$ cat config.mk
export PLATFORM = sky130hd
export DESIGN_NAME = ppage_addr_gen
export DESIGN_NICKNAME = d
export VERILOG_FILES = /design/src/rtl/ppage_pkg.sv /design/src/rtl/ppage_xreg.sv /design/src/rtl/ppage_yreg.sv /design/src/rtl/ppage_mux.sv /design/src/rtl/ppage_addr_gen.sv
export SDC_FILE = /design/constraint.sdc
export NUM_CORES = 1
export LEC_CHECK = 0
export BUFFER_PORTS_ARGS = -buffer_cell sky130_fd_sc_hd__buf_2
export CORE_ASPECT_RATIO = 1.2
export CORE_MARGIN = 2
export CORE_UTILIZATION = 39
export CTS_CLUSTER_DIAMETER = 200
export CTS_CLUSTER_SIZE = 28
export DETAILED_ROUTE_END_ITERATION = 7
export GPL_TIMING_DRIVEN = 0
export HOLD_SLACK_MARGIN = 0.12
export PLACE_DENSITY = 0.73
export SYNTH_ARGS = -nofsm -noshare
export SYNTH_HDL_FRONTEND = slang
export SYNTH_HIERARCHICAL = 1
export SYNTH_SLANG_ARGS = --single-unit
$ cat constraint.sdc
create_clock -name clk -period 1.3 [get_ports clk]
set_input_delay 0.065 -clock clk [delete_from_list [all_inputs] [get_ports clk]]
set_output_delay 0.065 -clock clk [all_outputs]
set_load 0.03 [all_outputs]
$ cat src/rtl/ppage_pkg.sv
package ppage_pkg;
    typedef enum logic [1:0] {
        FORM_ZP_IMM = 2'd0,
        FORM_ZP_IDX = 2'd1,
        FORM_PG_IMM = 2'd2,
        FORM_PG_IDX = 2'd3
    } addr_form_e;
endpackage

$ cat src/rtl/ppage_xreg.sv
module ppage_xreg #(
    parameter int DATA_W = 8
) (
    input  logic              clk,
    input  logic              rst_n,
    input  logic              load_en,
    input  logic              step_en,
    input  logic [DATA_W-1:0] load_val,
    output logic [DATA_W-1:0] q
);
    logic [DATA_W-1:0] nxt;

    // The load has priority over the step; the step wraps within DATA_W bits.
    always_comb begin
        if (load_en)      nxt = load_val;
        else if (step_en) nxt = q + DATA_W'(1);
        else              nxt = q;
    end

    always_ff @(posedge clk or negedge rst_n) begin
        if (!rst_n) q <= '0;
        else        q <= nxt;
    end
endmodule

$ cat src/rtl/ppage_yreg.sv
module ppage_yreg #(
    parameter int DATA_W = 8
) (
    input  logic              clk,
    input  logic              rst_n,
    input  logic              load_en,
    input  logic [DATA_W-1:0] load_val,
    output logic [DATA_W-1:0] q
);
    always_ff @(posedge clk or negedge rst_n) begin
        if (!rst_n)       q <= '0;
        else if (load_en) q <= load_val;
    end
endmodule

$ cat src/rtl/ppage_mux.sv
module ppage_mux
    import ppage_pkg::*;
#(
    parameter int DATA_W = 8,
    parameter int ADDR_W = 15
) (
    input  addr_form_e        form,
    input  logic [DATA_W-1:0] imm,
    input  logic [DATA_W-1:0] xv,
    input  logic [DATA_W-1:0] yv,
    output logic [ADDR_W-1:0] addr
);
    localparam int PAGE_W = ADDR_W - DATA_W;

    logic [DATA_W-1:0] lo;
    logic [PAGE_W-1:0] hi;

    always_comb begin
        unique case (form)
            FORM_ZP_IMM: begin lo = imm; hi = '0;             end
            FORM_ZP_IDX: begin lo = xv;  hi = '0;             end
            FORM_PG_IMM: begin lo = imm; hi = yv[PAGE_W-1:0]; end
            FORM_PG_IDX: begin lo = xv;  hi = yv[PAGE_W-1:0]; end
            default:     begin lo = imm; hi = '0;             end
        endcase
    end

    assign addr = {hi, lo};
endmodule

$ cat src/rtl/ppage_addr_gen.sv
module ppage_addr_gen
    import ppage_pkg::*;
#(
    parameter int DATA_W = 8,
    parameter int ADDR_W = 15
) (
    input  logic              clk,
    input  logic              rst_n,
    input  logic [1:0]        addr_form,
    input  logic              post_inc,
    input  logic [DATA_W-1:0] imm_byte,
    input  logic [DATA_W-1:0] wr_data,
    input  logic              x_load,
    input  logic              y_load,
    output logic [ADDR_W-1:0] ram_addr,
    output logic [DATA_W-1:0] x_value,
    output logic [DATA_W-1:0] y_value
);
    addr_form_e form;
    logic       step_x;

    assign form   = addr_form_e'(addr_form);
    assign step_x = post_inc && (form == FORM_PG_IDX);

    ppage_xreg #(.DATA_W(DATA_W)) u_xreg (
        .clk(clk), .rst_n(rst_n), .load_en(x_load), .step_en(step_x),
        .load_val(wr_data), .q(x_value)
    );

    ppage_yreg #(.DATA_W(DATA_W)) u_yreg (
        .clk(clk), .rst_n(rst_n), .load_en(y_load),
        .load_val(wr_data), .q(y_value)
    );

    ppage_mux #(.DATA_W(DATA_W), .ADDR_W(ADDR_W)) u_mux (
        .form(form), .imm(imm_byte), .xv(x_value), .yv(y_value), .addr(ram_addr)
    );
endmodule

# After elaboration in Yosys (flattened, before gate mapping)

Cells that the tools add are included.

Logic and storage cells: 17
Output and inout bits: 31
Register bits: 16

Eq/ne operators: 3
Reduce and logical (&&, ||, !) cells: 7
Add/subtract/negate cells: 1
Muxes and demuxes: 4

Operator list:

| cell                  | number |
|---|---|
| $mux W8               | 2 |
| $pmux W8 S2           | 1 |
| $pmux W7 S2           | 1 |
| $add A8 B1 Y8 const B | 1 |
| $reduce_or A2 Y1      | 4 |
| $eq A2 B2 Y1 const B  | 2 |
| $eq A2 B1 Y1 const B  | 1 |
| $logic_not A2 Y1      | 1 |
| $reduce_bool A2 Y1    | 1 |
| $logic_and A1 B1 Y1   | 1 |

# Longest topological paths before layout

Depth in word-level cells: 4
Depth in mapped cells: 5
Gate-level depth less buffers: 4

# Hierarchy

The synthesis kept the hierarchy.

By module, submodules not included:

| module         | times used | cells each | area an instance (µm²) | seq. area each (µm²) |
|---|---|---|---|---|
| ppage_xreg     | 1          | 49         | 450.4                  | 200.2 |
| ppage_yreg     | 1          | 17         | 331.6                  | 200.2 |
| ppage_mux      | 1          | 16         | 175.2                  | 0.0 |
| ppage_addr_gen | 1          | 1          | 6.3                    | 0.0 |

# Worst setup path after synthesis

Ideal clock, no wire load.

Kind: register to register
Start point: register u_xreg.q[0]
End point: register u_xreg.q[6]
Data required time: 1.231 ns
Stages on the path, launching flop included: 5
Setup time: 0.069 ns
Arrival time: 1.463 ns
Path slack: -0.232 ns
Period minus slack after synthesis: 1.532 ns
Cells stage by stage: dfrtp_1 > ha_1 > nand3_1 > or4_1 > nand3_1

Longest elaborated chain between the ends: 3

RTL lines:

| element                | line             | text |
|---|---|---|
| from (decl)            | ppage_xreg.sv:9  | `output logic [DATA_W-1:0] q` |
| from (signal assigned) | ppage_xreg.sv:22 | `else q <= nxt;` |
| $add A8 B1 Y8          | ppage_xreg.sv:16 | `else if (step_en) nxt = q + DATA_W'(1);` |
| $mux W8                | ppage_xreg.sv:16 |  |
| $mux W8                | ppage_xreg.sv:15 | `if (load_en) nxt = load_val;` |

No other way between the ends. The select of a mux whose other input is x is not followed.
A chain may end at the register's enable or synchronous reset.

# Worst setup path after layout

Start point: register u_xreg.q[1]
End point: output ram_addr[1]

Longest elaborated chain between the ends: 1

RTL lines:

| element     | line                 | text |
|---|---|---|
| $pmux W8 S2 | ppage_mux.sv:19      | `unique case (form)` |
| to (decl)   | ppage_addr_gen.sv:15 | `output logic [ADDR_W-1:0] ram_addr,` |

No other way between the ends.

==> results summary <==
In this run the cell area of the synthesized design comes to 963.4 um^2. Summing all non-filler instances in the final layout gives an area of 1441 um^2. The fraction of final layout cells with drive strength greater than 1 is 0.5526. Among all flip-flop cells after synthesis, the most frequent one is dfrtp_1. The count of clock tree sinks is 16.

Of the synthesized area, sequential elements account for 0.4156. In the finished design, the share of the clock period the worst path needs comes to 0.9652. The share of Yosys cell area claimed by the top area cell type is 0.4156. The max-slew violation count came out at 0. The worst path required time is 1.24 ns.

After synthesis, the netlist uses 19 different library cells. The beginning of the worst register-to-register path is u_xreg/q[1]. In the final layout, the multi-input gates occupy 538.0 um^2. After floorplanning, the core was divided into 19 placement rows. The routed length per instance came out at 12.92 um. Of all cell types, the one taking the most synthesized area is dfrtp_1.

The initial utilization of the core area, before any placement, comes to 0.4178. The depth of the worst register-to-register path is 3. The clock insertion delay at the later pin of the skew report came out at 0.28 ns.

The pin count of the biggest net entering global routing is 17. The area growth from synthesis to final layout came out at 49.61%. The critical path ends at ram_addr[1]. The path category of the worst min-delay check is input port to flop. The number of standard cells after synthesis is 83.

No sink is reached through more buffers than the 2 on the longest clock path. The initial antenna violation count came to 0. The total track usage is 0.1741. The final weighted congestion in routability-driven placement is 0.6810. The final count of hold timing violations is 0.

The top fanout value on the critical path is 5. For this run, the slowest stage of the critical path takes 0.47 ns. The count of nets left with antenna violations once routing finished came out at 0.

The repair_antennas step left the layout with diodes totalling 0. TritonCTS built the clock tree. The width of the die came out at 49.37 um. Counting the buffers created by CTS gives 3. Setup repair after global routing left no endpoint under its margin. The async set-reset flop share out of synthesis came out at 1.000.

The half-perimeter wire length after detailed placement is 1.694 mm. After layout, the design draws a total of 1.436 mW. In the post-synthesis netlist, the biggest area contributors are dfrtp_1, mux2_4, and2_1.

In this run the number of H-tree levels came out at 1. The first-pass iteration count of the detailed router is 3. The per-cell via count in the routed design is 4.727. Walking the worst path, the cells encountered are mux2_4 > buf_4. The worst path arrival time is 1.19 ns. The clock tree root buffer cell is clkbuf_4. STA classifies the critical path endpoint as a primary output. The run finished with clean final reports. The number of setup violations in the final report came out at 0. Port buffering added 51 buffers. For this run, the top clock speed supported by timing is 797.0 MHz. The count of flip-flops with a built-in enable after synthesis came out at 0.

The transition time at the pin with the least slew margin came out at 0.3957 ns. The average instance area after synthesis is 11.61 um^2. The area of the core came out at 2306 um^2. The leakage power of the design is 0.7250 nW. The routed layout has 865 vias.

The number of flip-flops and latches in the synthesized netlist came out at 16. The standard cell area after detailed placement is 1274 um^2. The number of maximum-capacitance violations came out at 0. The first-pass GRT wire length is 3.850 mm.

Hold is met by 0.2044 ns. By count the netlist is led by dfrtp_1, mux2_4, nand2_1. The worst register-to-register path has a setup slack of 0.07 ns. The relative max-transition margin is 0.7362. The total wirelength of the detailed-routed design came out at 2.364 mm. In this run the worst setup path begins at u_xreg/q[1].

At the end of the flow, the number of nets in the layout was 177. The worst flop-to-flop path endpoint is u_xreg/q[7]. The storage element area came out at 406.6 um^2. In the final timing run, aggregate negative setup slack is 0 ns.

The number of nets produced by synthesis is 107. For this design, the slowest cell found on the critical path is dfrtp_2. For this run, design rule violations remaining after detail routing come to 0. Across the VDD grid, the largest voltage drop is 0.8435 mV. The residual overflow from global routing came out at 0. The number of ports placed on the die boundary came out at 54.

The power density of the placed cells is 996.3 nW/um^2. The classification of the worst setup path is flop to primary output. Counting the fill cells in the layout gives 199. Clock-pin slew was measured on the worst setup and hold paths at 0.09 ns.

The number of global-route vias before repair came out at 890. The die extent in y is 58.45 um. The die footprint is 2885 um^2. The worst path in the final design needs a cycle of 1.255 ns, including I/O delays and setup. The warning count from the yosys run came out at 6. The worst setup path is launched from a flop. The largest clock skew in the final design came out at 0.004335 ns.

The iteration-0 DRC count of the detailed router came out at 2.
-- registers in the layout, indices dropped and copies added (netlist names) --
name and count:
u_yreg/q 8, u_xreg/q 8
-- critical path: cells and delay by family, from the launching register on --
kind	cells	cell delay, ns
DFF	1	0.47
muxes	1	0.27
buffers and inverters	1	0.17
-- cell usage in the layout (no fill, tap or decap), types with 5 or more instances in the layout --
cell,Yosys,final
dlygate4sd3_1,0,10
nand2_1,10,10
dfrtp_1,16,11
nand3_1,5,5
dfrtp_2,0,5
mux2_4,16,16
buf_2,0,49
buf_4,1,6
o21ai_0,6,6
and2_1,7,7
-- through the flow --
stage               std cells    util  worst slack [ns]
floorplan                  83       -          -0.06109
CTS                       181  0.6137          0.005569
global route              183  0.6251         0.0002680
detailed placement        165  0.5524         -0.004212
finish                    183  0.6251           0.04525
global placement          165  0.5524           0.02164
-- final cells by class --
cell class,instances,area share
multi-input combinational,62,0.3733
sequential,16,0.2821
timing repair buffer,65,0.2734
tap,31,0.02691
buffer,5,0.02604
clock buffer,4,0.01823
-- per-layer routing --
metal / track usage / part of all wire
met5: 0 / 0
met4: 0.09127 / 0.0068
met3: 0.03553 / 0.063
met2: 0.3166 / 0.51
met1: 0.1922 / 0.42
-- cells by family (layout without fill, tap and decap cells) --
group                      after synthesis  in the layout  synth area share
DFF                                     16             16            0.4156
and+or+nand+nor                         32             32            0.1948
buffers and inverters                    5             74           0.03897
AOI/OAI and AO/OA                        8              8           0.04156
muxes                                   17             17            0.2597
adders and majority gates                1              1           0.01298
xor gates and xnor gates                 4              4           0.03637
-- worst min-delay path by stage --
| stage | start | to | depth (start not counted) |
|---|---|---|---|
| 2_1_floorplan | rst_n | u_xreg/q[0] | 0 |
| 3_3_place_gp | rst_n | u_yreg/q[5] | 1 |
| 3_5_place_dp | rst_n | u_yreg/q[5] | 1 |
| 4_1_cts | x_load | u_xreg/q[2] | 2 |
| 5_1_grt | x_load | u_xreg/q[2] | 2 |
| 6_report | x_load | u_xreg/q[2] | 2 |
-- what timing repair did --
action	CTS	global route
endpoints found under the hold margin	32	0
resized for setup	0	7
pin swaps	2	3
hold buffers	10	0
buffers inserted	2	2
endpoints found under the setup margin	1	8
-- report_power, final --
group / internal (mW) / total (mW) / switching, mW
registers: 0.550 / 0.610 / 0.0600
clock network: 0.119 / 0.269 / 0.150
logic: 0.240 / 0.558 / 0.318
Note: power is estimated with default switching activity, not from simulation.
